### src/rtl/pcm_pkg.sv
package pcm_pkg;
  // Byte layout of the register port
  localparam int BYTE_W    = 8;
  localparam int EN_OFS    = 'h09;
  localparam int CH_BASE   = 'h10;
  localparam int CH_STRIDE = 4;

  function automatic int bytes_for(input int bits);
    return (bits + BYTE_W - 1) / BYTE_W;
  endfunction
endpackage

### src/rtl/pcm_regs.sv
module pcm_regs
  import pcm_pkg::*;
#(
  parameter int PC_W   = 20,
  parameter int NUM_CH = 2,
  parameter int BUS_AW = 8
) (
  input  logic                          clk,
  input  logic                          rst_n,
  input  logic                          reg_wr,
  input  logic [BUS_AW-1:0]             reg_addr,
  input  logic [BYTE_W-1:0]             reg_wdata,
  output logic [BYTE_W-1:0]             reg_rdata,
  output logic [NUM_CH-1:0]             en_q,
  output logic [NUM_CH-1:0][PC_W-1:0]   addr_q
);
  localparam int NB    = bytes_for(PC_W);
  localparam int PAD_W = NB * BYTE_W;
  localparam logic [PAD_W-1:0] KEEP = PAD_W'({PC_W{1'b1}});

  logic [NUM_CH-1:0][PAD_W-1:0] pad_q;

  always_ff @(posedge clk) begin
    if (!rst_n) begin
      en_q  <= '0;
      pad_q <= '0;
    end else if (reg_wr) begin
      if (reg_addr == BUS_AW'(EN_OFS))
        en_q <= reg_wdata[NUM_CH-1:0];
      for (int ch = 0; ch < NUM_CH; ch++)
        for (int b = 0; b < NB; b++)
          if (reg_addr == BUS_AW'(CH_BASE + CH_STRIDE*ch + b))
            pad_q[ch][b*BYTE_W +: BYTE_W] <= reg_wdata & KEEP[b*BYTE_W +: BYTE_W];
    end
  end

  always_comb begin
    reg_rdata = '0;
    if (reg_addr == BUS_AW'(EN_OFS))
      reg_rdata = BYTE_W'(en_q);
    for (int ch = 0; ch < NUM_CH; ch++)
      for (int b = 0; b < NB; b++)
        if (reg_addr == BUS_AW'(CH_BASE + CH_STRIDE*ch + b))
          reg_rdata = pad_q[ch][b*BYTE_W +: BYTE_W];
  end

  generate
    for (genvar g = 0; g < NUM_CH; g++) begin : g_out
      assign addr_q[g] = pad_q[g][PC_W-1:0];
    end
  endgenerate
endmodule

### src/rtl/pcm_cmp.sv
module pcm_cmp #(
  parameter int PC_W = 20
) (
  input  logic            clk,
  input  logic            rst_n,
  input  logic            fetch_vld,
  input  logic [PC_W-1:0] fetch_pc,
  input  logic [PC_W-1:0] target,
  input  logic            enable,
  output logic            hit_d,
  output logic            hit_q
);
  assign hit_d = fetch_vld && enable && (fetch_pc == target);

  always_ff @(posedge clk) begin
    if (!rst_n) hit_q <= 1'b0;
    else        hit_q <= hit_d;
  end
endmodule

### src/rtl/pc_match_irq.sv
module pc_match_irq #(
  parameter int PC_W   = 20,
  parameter int NUM_CH = 2,
  parameter int BUS_AW = 8
) (
  input  logic              clk,
  input  logic              rst_n,
  input  logic              reg_wr,
  input  logic [BUS_AW-1:0] reg_addr,
  input  logic [7:0]        reg_wdata,
  output logic [7:0]        reg_rdata,
  input  logic              fetch_vld,
  input  logic [PC_W-1:0]   fetch_pc,
  output logic [NUM_CH-1:0] match_irq,
  output logic              match_irq_any
);
  logic [NUM_CH-1:0]           en_q;
  logic [NUM_CH-1:0][PC_W-1:0] addr_q;
  logic [NUM_CH-1:0]           hit_d;
  logic                        any_q;

  pcm_regs #(.PC_W(PC_W), .NUM_CH(NUM_CH), .BUS_AW(BUS_AW)) u_regs (
    .clk       (clk),
    .rst_n     (rst_n),
    .reg_wr    (reg_wr),
    .reg_addr  (reg_addr),
    .reg_wdata (reg_wdata),
    .reg_rdata (reg_rdata),
    .en_q      (en_q),
    .addr_q    (addr_q)
  );

  generate
    for (genvar g = 0; g < NUM_CH; g++) begin : g_ch
      pcm_cmp #(.PC_W(PC_W)) u_cmp (
        .clk       (clk),
        .rst_n     (rst_n),
        .fetch_vld (fetch_vld),
        .fetch_pc  (fetch_pc),
        .target    (addr_q[g]),
        .enable    (en_q[g]),
        .hit_d     (hit_d[g]),
        .hit_q     (match_irq[g])
      );
    end
  endgenerate

  // Combined request kept in its own flop so it leaves with the per-channel ones
  always_ff @(posedge clk) begin
    if (!rst_n) any_q <= 1'b0;
    else        any_q <= |hit_d;
  end
  assign match_irq_any = any_q;
endmodule

### config.mk
export PLATFORM = sky130hd
export DESIGN_NAME = pc_match_irq
export DESIGN_NICKNAME = d
export VERILOG_FILES = /design/src/rtl/pcm_pkg.sv /design/src/rtl/pcm_regs.sv /design/src/rtl/pcm_cmp.sv /design/src/rtl/pc_match_irq.sv
export SDC_FILE = /design/constraint.sdc
export NUM_CORES = 1
export LEC_CHECK = 0
export ABC_AREA = 1
export CAP_MARGIN = 20
export CORE_ASPECT_RATIO = 1.1
export CORE_MARGIN = 2
export CORE_UTILIZATION = 47
export DETAILED_ROUTE_END_ITERATION = 12
export PLACE_DENSITY = 0.82
export SYNTH_ARGS = -nofsm -noshare
export SYNTH_HDL_FRONTEND = slang
export SYNTH_SLANG_ARGS = --single-unit
### constraint.sdc
create_clock -name clk -period 1.3 [get_ports clk]
set_input_delay 0.325 -clock clk [delete_from_list [all_inputs] [get_ports clk]]
set_output_delay 0.325 -clock clk [all_outputs]
set_load 0.01 [all_outputs]
==> results of run 1 <==
-- flip-flops by register name, summed over array words and instances, names as in the netlist --
name              cells
u_regs.en_q           2
g_ch.u_cmp.hit_q      2
u_regs.addr_q        40
match_irq_any         1
-- worst max-delay path by stage --
| stage | startpoint | to | slack, ps | cells after the start |
|---|---|---|---|---|
| 6_report | reg_addr[6] | reg_rdata[1] | -470 | 10 |
| 5_1_grt | reg_addr[5] | reg_rdata[2] | -500 | 10 |
| 4_1_cts | reg_addr[5] | reg_rdata[6] | -480 | 11 |
| 2_1_floorplan | reg_addr[5] | reg_rdata[3] | -40 | 8 |
| 3_5_place_dp | reg_addr[3] | reg_rdata[6] | -1220 | 10 |
| 3_3_place_gp | reg_addr[5] | reg_rdata[3] | -1200 | 11 |
-- routing by layer --
| layer | share of wire | wire [µm] | vias to the layer above |
|---|---|---|---|
| li1 | - | - | 1512 |
| met1 | 0.35 | 4050 | 1591 |
| met2 | 0.47 | 5520 | 305 |
| met3 | 0.11 | 1320 | 84 |
| met4 | 0.065 | 755 | 0 |
| met5 | 0 | 0 | - |
-- area by class of cell --
| type | count | share of cell area |
|---|---|---|
| Sequential cell | 45 | 0.208 |
| Clock inverter | 1 | 0.00692 |
| Clock buffer | 7 | 0.0199 |
| Inverter | 57 | 0.0582 |
| Multi-Input combinational cell | 280 | 0.430 |
| Tap cell | 75 | 0.0216 |
| Timing Repair Buffer | 121 | 0.255 |
-- cells in the mapped netlist (5+ instances only) --
cell type	number	share of area
o22ai_1	5	0.012
nand2_2	5	0.012
o21ai_0	16	0.030
inv_1	50	0.069
nor2_1	50	0.069
xor2_1	9	0.029
a21oi_1	26	0.048
nand2_1	68	0.094
nand3_1	27	0.050
o21ai_1	28	0.052
dfxtp_1	45	0.33
a211oi_2	5	0.023
inv_2	6	0.0083
xnor2_1	11	0.036
-- stage by stage --
stage | instance area (µm²) | util
after CTS | 4080 | 0.747
after global routing | 4340 | 0.794
final | 4340 | 0.794
after detailed placement | 3810 | 0.698
after floorplan | 2800 | -
after global placement | 3810 | 0.698
-- cell families after synthesis --
logic type / Yosys count
and+or+nand+nor: 166
AOI/OAI and AO/OA: 91
buffers and inverters: 69
DFF: 45
xor gates and xnor gates: 20
-- where the power goes --
group	internal, mW	total (mW)	switching [mW]
clock network	0.628	1.13	0.502
logic	0.235	0.535	0.300
registers	1.38	1.38	0.00191
-- critical path: cells and delay by family --
kind	cells	cell delay, ps
AOI/OAI and AO/OA	1	100
buffers and inverters	4	410
and+or+nand+nor	5	600
-- what timing repair did --
item / 4_1_cts / 5_1_grt
setup endpoints to repair: 55 / 48
pin swaps: 17 / 31
setup buffers: 3 / 9
gates resized for setup: 98 / 73
gates cloned: 2 / 2
==> impl_metrics.yaml, run 1 <==
outcome:
  run_status: "finished with violations"
  violations: "setup timing"
grt:
  busiest_layer: "met2"
  track_usage: 0.308
  met3_usage: 0.0812
  grt_max_degree: 17
  grt_overflow: 0
  grt_pass1_wl_mm: 15.4
  grtUsageMet2: 0.507
  grt_pass1_vias: 3264
  grt_util_met1: 0.345
  antenna_found_initial: 0
clock_network:
  clkSinkCount: 45
  cts_tree: "done"
  numCtsBuffers: 5
  insertion_delay_ps: 300
  clk_pin_slew_ps: 90
  h-tree-depth: 2
  clockRootBuffer: "clkbuf_8"
  cts_hold_buf: 0
  clockBufferDepth: 2
die:
  io_pins: 51
  core-area_mm2: 0.00547
  chipHeight_um: 83.5
  start_util: 0.495
  die_w_um: 76.3
  rows: 28
  dieArea_mm2: 0.00637
timing:
  final.setup.tns_ps: -4860
  maxSlewViolCount: 0
  setup_ws_ps: -465
  holdWs_ps: 503
  rsz0062_at_grt: "yes"
  fin_skew_ps: 13.6
  hold_violations: 0
  fin_crit_sh: 1.36
  fmaxAchievable_mhz: 567
  worst_pin_slew_ps: 474
  slew_headroom: 0.683
  period_minus_slack_ps: 1770
  setup_viol: 23
worst_setup_path:
  cp_data_required_time_ps: 980
  r2r_start: "u_regs.addr_q[18]$_SDFFE_PN0P_"
  r2r_cells: 9
  critPathMaxFanout: 7
  cp_slowest_cell: "nor2_8"
  end_kind: "primary output"
  r2r_slack_ps: -130
  max_stage_delay_ps: 230
  path_class: "input port to primary output"
  path_cells: "buf_4, inv_2, nand2_4, nor2_8, nand2_4, inv_4, nand2_1, o21ai_1, nand2_1, buf_2"
  rr_endpoint: "g_ch[0].u_cmp.hit_q$_SDFF_PN0_"
  critPathArrivalTime_ps: 1440
  start_kind: "input port"
synth:
  yosys.area_share.simple: 0.289
  yosys.area_share.adder: 0
  synth-main-ff-cell: "dfxtp_1"
  muxShareOfSynthArea: 0
  syn-num-nets: 431
  synthXorXnorAreaFrac: 0.0648
  yosysWarnings: 0
  async_reset_ff_frac: 0
  synth-edff-count: 0
  synth_compound_area_frac: 0.199
  syn_area_per_cell_um2: 6.91
  synth_top_family_by_area: "simple AND/OR/NAND/NOR gates"
  yosysSeqAreaShare: 0.333
  syn_inst: 391
  ys_ff_latch: 45
  syn_area_mm2: 0.00270
  synth_cell_types: 32
layout:
  layout.area.seq_um2: 903
  drive_gt1_frac: 0.376
  final_cell_mix: "64 x buf_4, 57 x nand2_1, 43 x dfxtp_1"
  multi_input_area_mm2: 0.00187
  layout_commonest_cell: "buf_4"
  final_nets: 550
  fillerInstances: 354
  layoutNonFillerInstCount: 586
  area_growth_pct: 60.6
  n_antenna_cell: 0
detailed_routing:
  vias: 3492
  drt_pre_antenna_iters: 6
  final_antenna_net_count: 0
  wl_per_cell_um: 19.9
  drt_iter0_markers: 444
  viasPerCell: 5.96
  drc: 0
  wirelength_mm: 11.6
place:
  gp_congestion: 0.956
  hpwl_mm: 6.46
  place_ws_ps: -1220
  dpl.cell_count: 566
  portBuffers: 50
flow_run:
  maxCapViolCount: 0
worst_hold_path:
  worstHoldStart: "u_regs.addr_q[19]$_SDFFE_PN0P_"
  hp-class: "flop to flop"
  whs_endpoint: "u_regs.addr_q[19]$_SDFFE_PN0P_"
  hold_depth: 2
power_and_ir_drop:
  power.density_mw_per_mm2: 702
  vdd_drop_max_v: 0.000678
  total_power_mw: 3.05
  p_leak_nw: 2.00
Note: power is estimated with default switching activity, not from simulation.
==> run 2, diff against run 1 <==
--- a/config.mk
+++ b/config.mk
@@ -6,7 +6,7 @@
 export NUM_CORES = 1
 export LEC_CHECK = 0
 export ABC_AREA = 1
-export CAP_MARGIN = 20
+export CAP_MARGIN = 0
 export CORE_ASPECT_RATIO = 1.1
 export CORE_MARGIN = 2
 export CORE_UTILIZATION = 47
==> results of run 2 <==
The final DEF is identical to that of run 1; final timing and power are the same.
==> run 3, diff against run 2 <==
--- a/config.mk
+++ b/config.mk
@@ -9,9 +9,9 @@
 export CAP_MARGIN = 0
 export CORE_ASPECT_RATIO = 1.1
 export CORE_MARGIN = 2
-export CORE_UTILIZATION = 47
+export CORE_UTILIZATION = 45
 export DETAILED_ROUTE_END_ITERATION = 12
-export PLACE_DENSITY = 0.82
+export PLACE_DENSITY = 0.79
 export SYNTH_ARGS = -nofsm -noshare
 export SYNTH_HDL_FRONTEND = slang
 export SYNTH_SLANG_ARGS = --single-unit
==> impl_metrics.yaml, run 3 (synthesis gave the netlist of run 1 again) <==
worst_setup_path:
  critPathTopFamily: "buffers and inverters"
  max_stage_delay_ps: 160
  r2r_start: "u_regs.addr_q[8]$_SDFFE_PN0P_"
  r2r_slack_ps: -10
  rr_endpoint: "match_irq_any$_SDFF_PN0_"
  cp_slowest_cell: "nor2_4"
  path_depth: 10
  r2r_cells: 9
  startpoint: "reg_addr[2]"
  critPathMaxFanout: 6
  critPathArrivalTime_ps: 1350
  path_cells: "buf_12, inv_6, nand2_4, nor2_4, buf_12, nand2_8, o21ai_2, nor2_1, nand4_1, buf_2"
  path_buf_inv: 4
  cp-endpoint: "reg_rdata[2]"
  path_common_cell: "buf_12"
  start_kind: "input port"
  end_kind: "primary output"
  path_class: "input port to primary output"
  cp_data_required_time_ps: 980
clock_network:
  clockRootBuffer: "clkbuf_8"
  clk_pin_slew_ps: 80
  cts_tree: "done"
  numCtsBuffers: 5
  clockBufferDepth: 2
  clkSinkCount: 45
  insertion_delay_ps: 300
  h-tree-depth: 2
place:
  dpl.cell_count: 569
  place_ws_ps: -1220
  hpwl_mm: 6.63
  gp_congestion: 0.961
  place_area_mm2: 0.00380
  portBuffers: 50
timing:
  setup_viol: 11
  slew_headroom: 0.730
  period_minus_slack_ps: 1670
  rsz0062_at_grt: "yes"
  setup_ws_ps: -374
  fmaxAchievable_mhz: 597
  fin_crit_sh: 1.29
  maxSlewViolCount: 0
  holdWs_ps: 487
  worst_pin_slew_ps: 404
  hold_violations: 0
  fin_skew_ps: 3.43
layout:
  final_area_mm2: 0.00436
  final_nets: 545
  final_cell_mix: "57 x buf_4, 55 x nand2_1, 41 x inv_1, 41 x dfxtp_1, 31 x nor2_1"
  drive_gt1_frac: 0.402
  area_growth_pct: 61.3
  layout_commonest_cell: "buf_4"
  fillerInstances: 400
  layoutNonFillerInstCount: 582
  n_antenna_cell: 0
  largest_register_ff_count: 40
grt:
  grt_pass1_wl_mm: 15.9
  antenna_found_initial: 0
  grt_max_degree: 19
  track_usage: 0.312
  grt_overflow: 0
  grt_pass1_vias: 3220
die:
  start_util: 0.468
  rows: 29
  dieArea_mm2: 0.00664
  io_pins: 51
  die_w_um: 77.9
  chipHeight_um: 85.3
  core-area_mm2: 0.00577
power_and_ir_drop:
  power.density_mw_per_mm2: 645
  p_leak_nw: 1.94
  vdd_drop_max_v: 0.000534
detailed_routing:
  wirelength_mm: 10.6
  drt_iter0_markers: 394
  viasPerCell: 5.59
  wl_per_cell_um: 18.2
  vias: 3251
  drt_pre_antenna_iters: 5
  final_antenna_net_count: 0
  drc: 0
worst_hold_path:
  hp-class: "flop to flop"
outcome:
  violations: "setup timing"
  run_status: "finished with violations"
flow_run:
  maxCapViolCount: 0
## run 3: changes by cell type in the layout (fill, tap and decap cells not counted), moves of 3 or more
cell             delta
clkdlybuf4s50_1     -3
nand2_4             -6
nand2_2             +6
buf_4               -7
dlymetal6s2s_1      +3
inv_2               -3
nor2_2              +4
nor2_1              -3
nand3_1             -3
o21ai_2             +4
buf_6               +4
## run 3: how the worst min path moves through the flow
stage,startpoint,end,slack (ps),cells after the start
after floorplan,u_regs.en_q[0]$_SDFFE_PN0P_,u_regs.en_q[0]$_SDFFE_PN0P_,430,2
after global placement,u_regs.addr_q[19]$_SDFFE_PN0P_,u_regs.addr_q[19]$_SDFFE_PN0P_,460,2
after detailed placement,u_regs.addr_q[19]$_SDFFE_PN0P_,u_regs.addr_q[19]$_SDFFE_PN0P_,470,2
after CTS,u_regs.addr_q[19]$_SDFFE_PN0P_,u_regs.addr_q[19]$_SDFFE_PN0P_,490,2
after global routing,u_regs.addr_q[29]$_SDFFE_PN0P_,u_regs.addr_q[29]$_SDFFE_PN0P_,520,2
final,u_regs.addr_q[29]$_SDFFE_PN0P_,u_regs.addr_q[29]$_SDFFE_PN0P_,490,2
## run 3: timing repair
action                     CTS  global route
setup endpoints to repair   56            53
resized for setup          121            88
buffers inserted             6             0
pin swaps                   23            31
cloned                       4             0
hold buffers                 0             0
## run 3: per-layer routing
metal  global-route usage  share of wire  up-vias
li1                     -              -     1501
met1                0.348           0.35     1508
met2                0.545           0.51      187
met3               0.0479          0.075       55
met4                0.215          0.058        0
met5                    0              0        -
## run 3: final cells by class
cell class,instances,area (µm²),area share
flip-flops and latches,45,906,0.208
clock buffers,7,86.3,0.0198
multi-input cells,280,1930,0.442
well taps,77,96.3,0.0221
repair buffers,116,1070,0.246
inverters,57,273,0.0626
## run 3: report_power, final
| group | leakage [nW] | switching (mW) | internal [mW] |
|---|---|---|---|
| Sequential | 0.364 | 0.00189 | 1.38 |
| Combinational | 1.53 | 0.296 | 0.239 |
| Clock | 0.0443 | 0.474 | 0.423 |
| Total | 1.94 | 0.772 | 2.04 |
## run 3: worst reg2reg max path, stage by stage (launching register included)
cell	delay, ps
dfxtp_2	380
buf_6	120
inv_4	30
nand2_2	50
o21ai_1	60
nor2_1	180
nand2_2	130
nor2_4	140
nand3_2	90
nand2_1	70
## run 3: stage by stage
stage	total power [mW]	setup TNS, ps	util
6_report	2.81	-2760	0.756
5_1_grt	2.89	-3530	0.756
4_1_cts	2.77	-4170	0.725
3_5_place_dp	1.85	-39260	0.658
3_3_place_gp	1.85	-37940	0.658
2_1_floorplan	1.60	-229	-
